<file path="src/rtl/sfc_pkg.sv">
package sfc_pkg;

   typedef struct packed {
      logic valid;
      logic sof;
      logic eof;
   } sfc_qual_t;

   localparam int unsigned QUAL_W = 3;

endpackage

</file>
<file path="src/rtl/sfc_count.sv">
module sfc_count #(
   parameter int unsigned BEATS   = 128,
   parameter int unsigned FRAME_W = 16,
   localparam int unsigned BW     = (BEATS > 1) ? $clog2(BEATS) : 1
) (
   input  logic               clk,
   input  logic               rst_n,
   input  logic               en,
   input  logic               trig,
   output logic [BW-1:0]      beat,
   output logic [FRAME_W-1:0] frame
);

   localparam logic [BW-1:0] LAST_BEAT = BW'(BEATS - 1);

   always_ff @(posedge clk or negedge rst_n) begin
      if (!rst_n) begin
         beat  <= '0;
         frame <= '0;
      end else if (trig) begin
         beat  <= '0;
         frame <= '0;
      end else if (en) begin
         if (beat == LAST_BEAT) begin
            beat  <= '0;
            frame <= frame + 1'b1;
         end else begin
            beat  <= beat + 1'b1;
         end
      end
   end

endmodule

</file>
<file path="src/rtl/sfc_lanes.sv">
module sfc_lanes #(
   parameter int unsigned LANES   = 4,
   parameter int unsigned SAMP_W  = 16,
   parameter int unsigned BW      = 7,
   parameter int unsigned FRAME_W = 16,
   localparam int unsigned DW     = LANES * 2 * SAMP_W
) (
   input  logic               act,
   input  logic [BW-1:0]      beat,
   input  logic [FRAME_W-1:0] frame,
   output logic [DW-1:0]      data
);

   logic [SAMP_W-1:0] base;
   assign base = SAMP_W'(beat) * SAMP_W'(LANES);

   for (genvar k = 0; k < LANES; k++) begin : g_lane
      logic [SAMP_W-1:0] re;
      logic [SAMP_W-1:0] im;
      assign re = act ? (base + SAMP_W'(k)) : '0;
      assign im = act ? SAMP_W'(frame) : '0;
      assign data[k*2*SAMP_W +: 2*SAMP_W] = {im, re};
   end

endmodule

</file>
<file path="src/rtl/sfc_align.sv">
module sfc_align #(
   parameter int unsigned W     = 8,
   parameter int unsigned DEPTH = 4
) (
   input  logic         clk,
   input  logic         rst_n,
   input  logic [W-1:0] din,
   output logic [W-1:0] dout
);

   if (DEPTH == 0) begin : g_bypass
      assign dout = din;
   end else begin : g_pipe
      logic [W-1:0] stage [DEPTH];
      always_ff @(posedge clk or negedge rst_n) begin
         if (!rst_n) begin
            for (int i = 0; i < DEPTH; i++) stage[i] <= '0;
         end else begin
            stage[0] <= din;
            for (int i = 1; i < DEPTH; i++) stage[i] <= stage[i-1];
         end
      end
      assign dout = stage[DEPTH-1];
   end

endmodule

</file>
<file path="src/rtl/sfc_pattern_gen.sv">
module sfc_pattern_gen
   import sfc_pkg::*;
#(
   parameter int unsigned LANES     = 4,
   parameter int unsigned FRAME_LEN = 512,
   parameter int unsigned SAMP_W    = 16,
   parameter int unsigned FRAME_W   = 16,
   parameter int unsigned ALIGN_DLY = 4
) (
   input  logic                        clk,
   input  logic                        rst_n,
   input  logic                        en,
   input  logic                        trig,
   output logic [LANES*2*SAMP_W-1:0]   pat_data,
   output logic                        pat_valid,
   output logic                        pat_sof,
   output logic                        pat_eof
);

   localparam int unsigned BEATS = FRAME_LEN / LANES;
   localparam int unsigned BW    = (BEATS > 1) ? $clog2(BEATS) : 1;
   localparam int unsigned DW    = LANES * 2 * SAMP_W;
   localparam int unsigned AW    = DW + QUAL_W;

   if (LANES < 1) begin : g_err_lanes
      $error("sfc_pattern_gen: LANES must be at least 1");
   end
   if (FRAME_LEN % LANES != 0) begin : g_err_div
      $error("sfc_pattern_gen: FRAME_LEN must be a multiple of LANES");
   end
   if ($clog2(FRAME_LEN) > SAMP_W) begin : g_err_samp
      $error("sfc_pattern_gen: SAMP_W too narrow for sample index");
   end
   if (FRAME_W > SAMP_W) begin : g_err_frame
      $error("sfc_pattern_gen: FRAME_W must not exceed SAMP_W");
   end

   logic [BW-1:0]      beat;
   logic [FRAME_W-1:0] frame;
   logic               act;
   logic [DW-1:0]      data0;
   sfc_qual_t          qual0;
   sfc_qual_t          qual_o;
   logic [AW-1:0]      align_out;

   assign act = en & ~trig;

   sfc_count #(
      .BEATS   (BEATS),
      .FRAME_W (FRAME_W)
   ) u_count (
      .clk   (clk),
      .rst_n (rst_n),
      .en    (en),
      .trig  (trig),
      .beat  (beat),
      .frame (frame)
   );

   sfc_lanes #(
      .LANES   (LANES),
      .SAMP_W  (SAMP_W),
      .BW      (BW),
      .FRAME_W (FRAME_W)
   ) u_lanes (
      .act   (act),
      .beat  (beat),
      .frame (frame),
      .data  (data0)
   );

   always_comb begin
      qual0.valid = act;
      qual0.sof   = act && (beat == '0);
      qual0.eof   = act && (beat == BW'(BEATS - 1));
   end

   sfc_align #(
      .W     (AW),
      .DEPTH (ALIGN_DLY)
   ) u_align (
      .clk   (clk),
      .rst_n (rst_n),
      .din   ({qual0, data0}),
      .dout  (align_out)
   );

   assign qual_o    = sfc_qual_t'(align_out[AW-1:DW]);
   assign pat_data  = align_out[DW-1:0];
   assign pat_valid = qual_o.valid;
   assign pat_sof   = qual_o.sof;
   assign pat_eof   = qual_o.eof;

endmodule

</file>
<file path="config.mk">
export PLATFORM = sky130hd
export DESIGN_NAME = sfc_pattern_gen
export DESIGN_NICKNAME = d
export VERILOG_FILES = /design/src/rtl/sfc_pkg.sv /design/src/rtl/sfc_count.sv /design/src/rtl/sfc_lanes.sv /design/src/rtl/sfc_align.sv /design/src/rtl/sfc_pattern_gen.sv
export SDC_FILE = /design/constraint.sdc
export NUM_CORES = 1
export LEC_CHECK = 0
export ABC_AREA = 1
export BUFFER_PORTS_ARGS = -buffer_cell sky130_fd_sc_hd__buf_2
export CORE_ASPECT_RATIO = 0.8
export CORE_MARGIN = 5
export CORE_UTILIZATION = 49
export CTS_BUF_LIST = sky130_fd_sc_hd__clkbuf_2
export DETAILED_ROUTE_END_ITERATION = 6
export HOLD_SLACK_MARGIN = 0.1
export PLACE_DENSITY = 0.78
export SYNTH_ARGS = -nofsm -noshare
export SYNTH_HDL_FRONTEND = slang
export SYNTH_SLANG_ARGS = --single-unit
</file>
<file path="constraint.sdc">
create_clock -name clk -period 1.5 [get_ports clk]
set_clock_uncertainty 0.2 [all_clocks]
set_input_delay 0.3 -clock clk [delete_from_list [all_inputs] [get_ports clk]]
set_output_delay 0.3 -clock clk [all_outputs]
set_load 0.01 [all_outputs]
</file>
* After elaboration in Yosys (flattened, before gate mapping)
Cells that the tools add are included.
** Storage, ports and cells
- Register bits :: 547
- Bits in latches :: 0
- Bits in writable memories :: 0
- ROM bits :: 0
- Bits of input ports :: 4
- Output and inout bits :: 131
- Logic and storage cells :: 31
- Memories kept :: 0
** Operators by class
- Add/sub/neg operators :: 5
- $mul :: 0
- Div/mod/pow operators :: 0
- Magnitude comparators :: 0
- Equality and inequality tests :: 1
- Shift operators :: 0
- Muxes and demuxes :: 11
- Bitwise operators :: 2
- Reduce and logical (&&, ||, !) cells :: 6
** Operator list (number)
- 16-bit 2-to-1 mux :: 7
- 7-bit 2-to-1 mux :: 3
- 9-bit by 2-bit adder with 10-bit output (second input constant) :: 2
- 16-bit by 1-bit adder with 16-bit output (second input constant) :: 1
- 9-bit by 1-bit adder with 10-bit output (second input constant) :: 1
- 9-bit 2-to-1 mux :: 1
- 7-bit by 1-bit adder with 7-bit output (second input constant) :: 1
- 7-bit == test (second input constant) :: 1
- 7-bit logical NOT :: 1
- 2-bit nonzero test :: 2
- 1-bit logical AND :: 2
- 2-bit AND reduction :: 1
- 1-bit AND :: 1
- 1-bit inverter :: 1

* Logic depth before layout (Yosys ltp)
- Depth in word-level cells :: 4
- Gate-level depth with buffers :: 9
- Mapped depth without buffers :: 9

* Cells and area by module
Synthesis repeated with hierarchy kept, for this count alone.
** Second synthesis, totals
- Cells, all modules :: 1018
- Area, all modules :: 16520.8 sq um
** By module, submodules not included
- sfc_align :: instances 1, cells an instance 655, area each 14096.0 sq um, seq. area each 13112.6 sq um
- sfc_count :: instances 1, cells an instance 194, area each 1368.8 sq um, seq. area each 575.6 sq um
- sfc_lanes :: instances 1, cells an instance 154, area each 987.2 sq um, seq. area each 0.0 sq um
- sfc_pattern_gen :: instances 1, cells an instance 15, area each 68.8 sq um, seq. area each 0.0 sq um

* Worst setup path after synthesis
Ideal clock, no wire load.
- Path type :: flip-flop to flip-flop
- From :: reg u_count.frame[1]
- To :: reg u_count.frame[14]
- Setup time :: 0.117 ns
- Arrival :: 1.109 ns
- Required time :: 1.183 ns
- Setup slack :: 0.073 ns
- Stages on the path, launching flop included :: 9
- Buffers on the path :: 0
- Clock period less this slack :: 1.427 ns
- Path through :: dfrtp_1 ha_1 nand2_1 nor2_1 nand2_1 nor2_1 nand2_1 nand3_1 nand2_1
** Between the ends
- Cells in the longest elaborated chain, start to end :: 4
** RTL lines
- from (decl) :: line sfc_count.sv:11 : output logic [FRAME_W-1:0] frame
- from (signal assigned) :: line sfc_count.sv:26 : frame <= frame + 1'b1;
- 16-bit by 1-bit adder with 16-bit output :: line sfc_count.sv:26
- 16-bit 2-to-1 mux :: line sfc_count.sv:24 : if (beat == LAST_BEAT) begin
- 16-bit 2-to-1 mux :: line sfc_count.sv:23 : end else if (en) begin
- 16-bit 2-to-1 mux :: line sfc_count.sv:20 : end else if (trig) begin
Every way passes these cells. The select of a mux whose other input is x is not followed.
A chain may end at the register's enable or synchronous reset.

* Final worst setup path
- From :: reg u_align.g_pipe.stage, in the netlist u_align.dout[127]
- To :: out pat_data[127]
** RTL lines
- from (decl) :: line sfc_align.sv:14 : logic [W-1:0] stage [DEPTH];
- to (decl) :: line sfc_pattern_gen.sv:14 : output logic [LANES*2*SAMP_W-1:0] pat_data,
No word-level cell between the ends.

==> reports/results.ini <==
[layout]
num-nets-final = 519
multi_input_comb_area_mm2 = 0.00115
share_of_post_route_cells_with_drive_strength_above_1_pct = 44.8
finish.instance_area_mm2 = 0.00585
fillers = 797
regArea_mm2 = 0.00318
ant_diodes = 0
syn2layout_area_growth_pct = 14.9
layoutNonFillerInstCount = 664
post-route-util_pct = 57.4

[flow_run]
cap_viol_max_count = 0

[route]
detailroute.via_count = 2981
number_of_search_and_repair_iterations_in_the_first_detailed_routing_pass = 5
postRouteAntennaNets = 0
routedWlPerCell_um = 13.0
viasPerCell = 4.49
detail_route.drc_violations = 0
drt_first_iter_violations = 267
route.final.wire_length_mm = 8.61

[global_route]
grt_max_degree = 37
globalRoute.totalOverflow = 0
wire_length_of_the_first_global_routing_pass_mm = 13.4
antenna_violations_before_repair = 0
global_route.usage.total_pct = 13.7
number_of_global_route_vias_before_repair = 2838

[worst_setup_path]
criticalPathCategory = register to output port
critical_path.endpoint_type = output port
worst_path_largest_cell_delay_ps = 450
ff_to_ff_path_depth = 8
worst_path_dominant_cell_family = flip-flops
worst_ep_required_time_ps = 1000
cp_cell_sequence = buf_2
critPathLaunchType = register
cp_num_buf_inv = 1
critical_path_cell_count = 1
critical_path_arrival_ps = 1190
critical_path.slowest_cell = sky130_fd_sc_hd__dfrtp_1
critical_path.max_fanout = 4

[sta]
rsz0062_at_grt = yes
setup_violations = 120
final_worst_setup_slack_ps = -193
finalWorstPathRequiredPeriod_ps = 1690
portion_of_the_clock_cycle_consumed_by_the_worst_path_in_the_final_layout_pct = 113
achievable-frequency_ghz = 0.591
finalMaxSlewViolations = 0
hold_viol_final = 0

[yosys]
synth.ff_latch_count = 127
postSynthCellCount = 453
post_synth_num_cell_types = 27
post_synth_instance_area_mm2 = 0.00510
syn-mean-instance-area_um2 = 11.2
synth-seq-area-share_pct = 62.4
ys.warnings.count = 0

[pwr]
max_ir_drop_vdd_mv = 0.496
power.share.clock_pct = 36.2
p_seq_share_pct = 59.3
switchingPower_mw = 1.40
sw_frac_of_total_pct = 23.9
power.static_leakage_nw = 3.20
pwr_density_cell_mw_per_mm2 = 998
cellInternalPower_mw = 4.44
combinationalPowerShare_pct = 4.5

[placed_design]
port-buffer-count = 102
dp_cell_count = 620
dp.final_hpwl_mm = 5.80
gp_congestion = 0.873
instance_area_at_placement_mm2 = 0.00514

[clocking]
worst_skew_pair.late_latency_ps = 600
cts_inserted_buffers = 17
clock_tree.htree_level_count = 4
sink_count = 127
cts_tree = yes
clk_root_buffer_cell = sky130_fd_sc_hd__clkbuf_2
clk_path_buf_depth = 2
cts_clock_pin_slew_for_the_worst_setup_and_hold_paths_ps = 170

[die]
die_area_mm2 = 0.0126
chipWidth_um = 124
boundaryPins = 135
fp-row-count = 33
design.core.area_mm2 = 0.0102
start_util_pct = 50.0
die_y_um = 101

[run_status]
status = finished, violations left
failed_checks = setup timing

[worst_hold_path]
min_path_type = register to register
min_delay_path_depth = 0

==> path summary, 6_finish.rpt <==
| path | slack (ps) | from | to |
|---|---|---|---|
| max | -190 | u_align.dout[127]$_DFF_PN0_ | pat_data[127] |
| min | 160 | u_align.g_pipe.stage[250]$_DFF_PN0_ | u_align.dout[119]$_DFF_PN0_ |
| min in group asynchronous | 470 | rst_n | u_align.g_pipe.stage[361]$_DFF_PN0_ |
| max reg2reg | -120 | u_count.beat[1]$_DFFE_PN0P_ | u_count.frame[5]$_DFFE_PN0P_ |
| min reg2reg | 160 | u_align.g_pipe.stage[250]$_DFF_PN0_ | u_align.dout[119]$_DFF_PN0_ |
| max in group asynchronous | 40 | rst_n | u_align.dout[114]$_DFF_PN0_ |
==> cell families (layout without fill, tap and decap cells) <==
kind of cell | count (synthesis) | after routing | synth area share (%)
adder cells (fa/ha/maj) | 3 | 3 | 0.737
flip-flops | 127 | 127 | 62.4
buffers and inverters | 166 | 206 | 21.9
AND/OR/NAND/NOR | 133 | 133 | 12.1
AO/OA/AOI/OAI | 21 | 21 | 2.50
other | 1 | 32 | 0.0736
XOR/XNOR | 2 | 2 | 0.344
==> final cells by class <==
cell class / instances / area share, %
Sequential cell: 127 / 54.3
Multi-Input combinational cell: 191 / 19.6
Timing Repair Buffer: 141 / 16.4
Tap cell: 140 / 2.99
Clock inverter: 14 / 2.84
Inverter: 34 / 2.35
Clock buffer: 17 / 1.45
==> metrics by stage <==
| step | setup slack [ps] | setup TNS (ps) | power (mW) | hold WS (ps) |
|---|---|---|---|---|
| floorplan | 73.4 | 0 | 3.69 | -196 |
| global placement | -22.9 | -29.2 | 3.75 | 40.0 |
| detailed placement | -67.3 | -401 | 3.76 | 44.4 |
| CTS | -289 | -25620 | 5.91 | 166 |
| global route | -360 | -35140 | 6.14 | 162 |
| finish | -193 | -18050 | 5.84 | 161 |
==> timing repair <==
| action | 4_1_cts | 5_1_grt |
|---|---|---|
| endpoints found under the setup margin | 118 | 123 |
| hold buffers | 4 | 0 |
| pin swaps | 9 | 16 |
| resized for setup | 22 | 74 |
| hold endpoints to repair | 176 | 0 |
| setup buffers | 2 | 8 |
==> placed cells by master (no fill, tap or decap), types with 7 or more instances in the layout <==
master | netlist | routed
sky130_fd_sc_hd__buf_6 | 1 | 21
sky130_fd_sc_hd__dfrtp_1 | 127 | 125
sky130_fd_sc_hd__clkbuf_2 | 0 | 17
sky130_fd_sc_hd__conb_1 | 1 | 32
sky130_fd_sc_hd__buf_2 | 2 | 90
sky130_fd_sc_hd__nand2_1 | 47 | 34
sky130_fd_sc_hd__nand2_2 | 5 | 13
sky130_fd_sc_hd__nor2_4 | 4 | 9
sky130_fd_sc_hd__buf_4 | 129 | 23
sky130_fd_sc_hd__nor2_1 | 42 | 34
sky130_fd_sc_hd__inv_1 | 32 | 28
sky130_fd_sc_hd__nand3_1 | 19 | 11
sky130_fd_sc_hd__nand3_2 | 1 | 7
==> per-layer routing <==
metal	GRT usage [%]	vias up	part of all wire (%)
met5	0	-	0
met4	4.38	0	2.0
met3	4.91	21	8.5
met2	22.5	142	50
met1	17.1	1454	39
li1	-	1364	-
==> power by group through the flow <==
stage / clock network, mW / registers [mW] / logic (mW)
4_1_cts: 2.20 / 3.46 / 0.245
2_1_floorplan: 0 / 3.52 / 0.165
3_3_place_gp: 0 / 3.52 / 0.225
5_1_grt: 2.37 / 3.47 / 0.298
3_5_place_dp: 0 / 3.52 / 0.234
6_report: 2.12 / 3.46 / 0.262
==> synthesized netlist by cell type <==
cell type                    n  area [um2]
sky130_fd_sc_hd__a211oi_1    1        7.51
sky130_fd_sc_hd__a21oi_2     1        8.76
sky130_fd_sc_hd__o22ai_2     2        25.0
sky130_fd_sc_hd__a21oi_1     4        20.0
sky130_fd_sc_hd__inv_1      32         120
sky130_fd_sc_hd__nand2_4     2        22.5
sky130_fd_sc_hd__and2_1      1        6.26
sky130_fd_sc_hd__buf_4     129         968
sky130_fd_sc_hd__o21ai_0    11        55.1
sky130_fd_sc_hd__conb_1      1        3.75
sky130_fd_sc_hd__nor2_1     42         158
sky130_fd_sc_hd__a31oi_1     1        6.26
sky130_fd_sc_hd__buf_2       2        10.0
sky130_fd_sc_hd__xor2_1      2        17.5
sky130_fd_sc_hd__buf_6       1        11.3
sky130_fd_sc_hd__nor2_2      3        18.8
sky130_fd_sc_hd__nand4_1     5        31.3
sky130_fd_sc_hd__nand2_1    47         176
sky130_fd_sc_hd__dfrtp_1   127        3180
sky130_fd_sc_hd__o21ai_1     1        5.00
sky130_fd_sc_hd__nand2_2     5        31.3
sky130_fd_sc_hd__ha_1        3        37.5
sky130_fd_sc_hd__nor2_4      4        45.0
sky130_fd_sc_hd__nand3_2     1        10.0
sky130_fd_sc_hd__nor3_1      4        20.0
sky130_fd_sc_hd__nand3_1    19        95.1
sky130_fd_sc_hd__inv_2       2        7.51
==> state kept, by name, summed over array words and instances, names as in the netlist <==
register / cells
u_align.g_pipe.stage: 78
u_count.frame: 16
u_align.dout: 26
u_count.beat: 7
(Power assumes the default switching activity.)
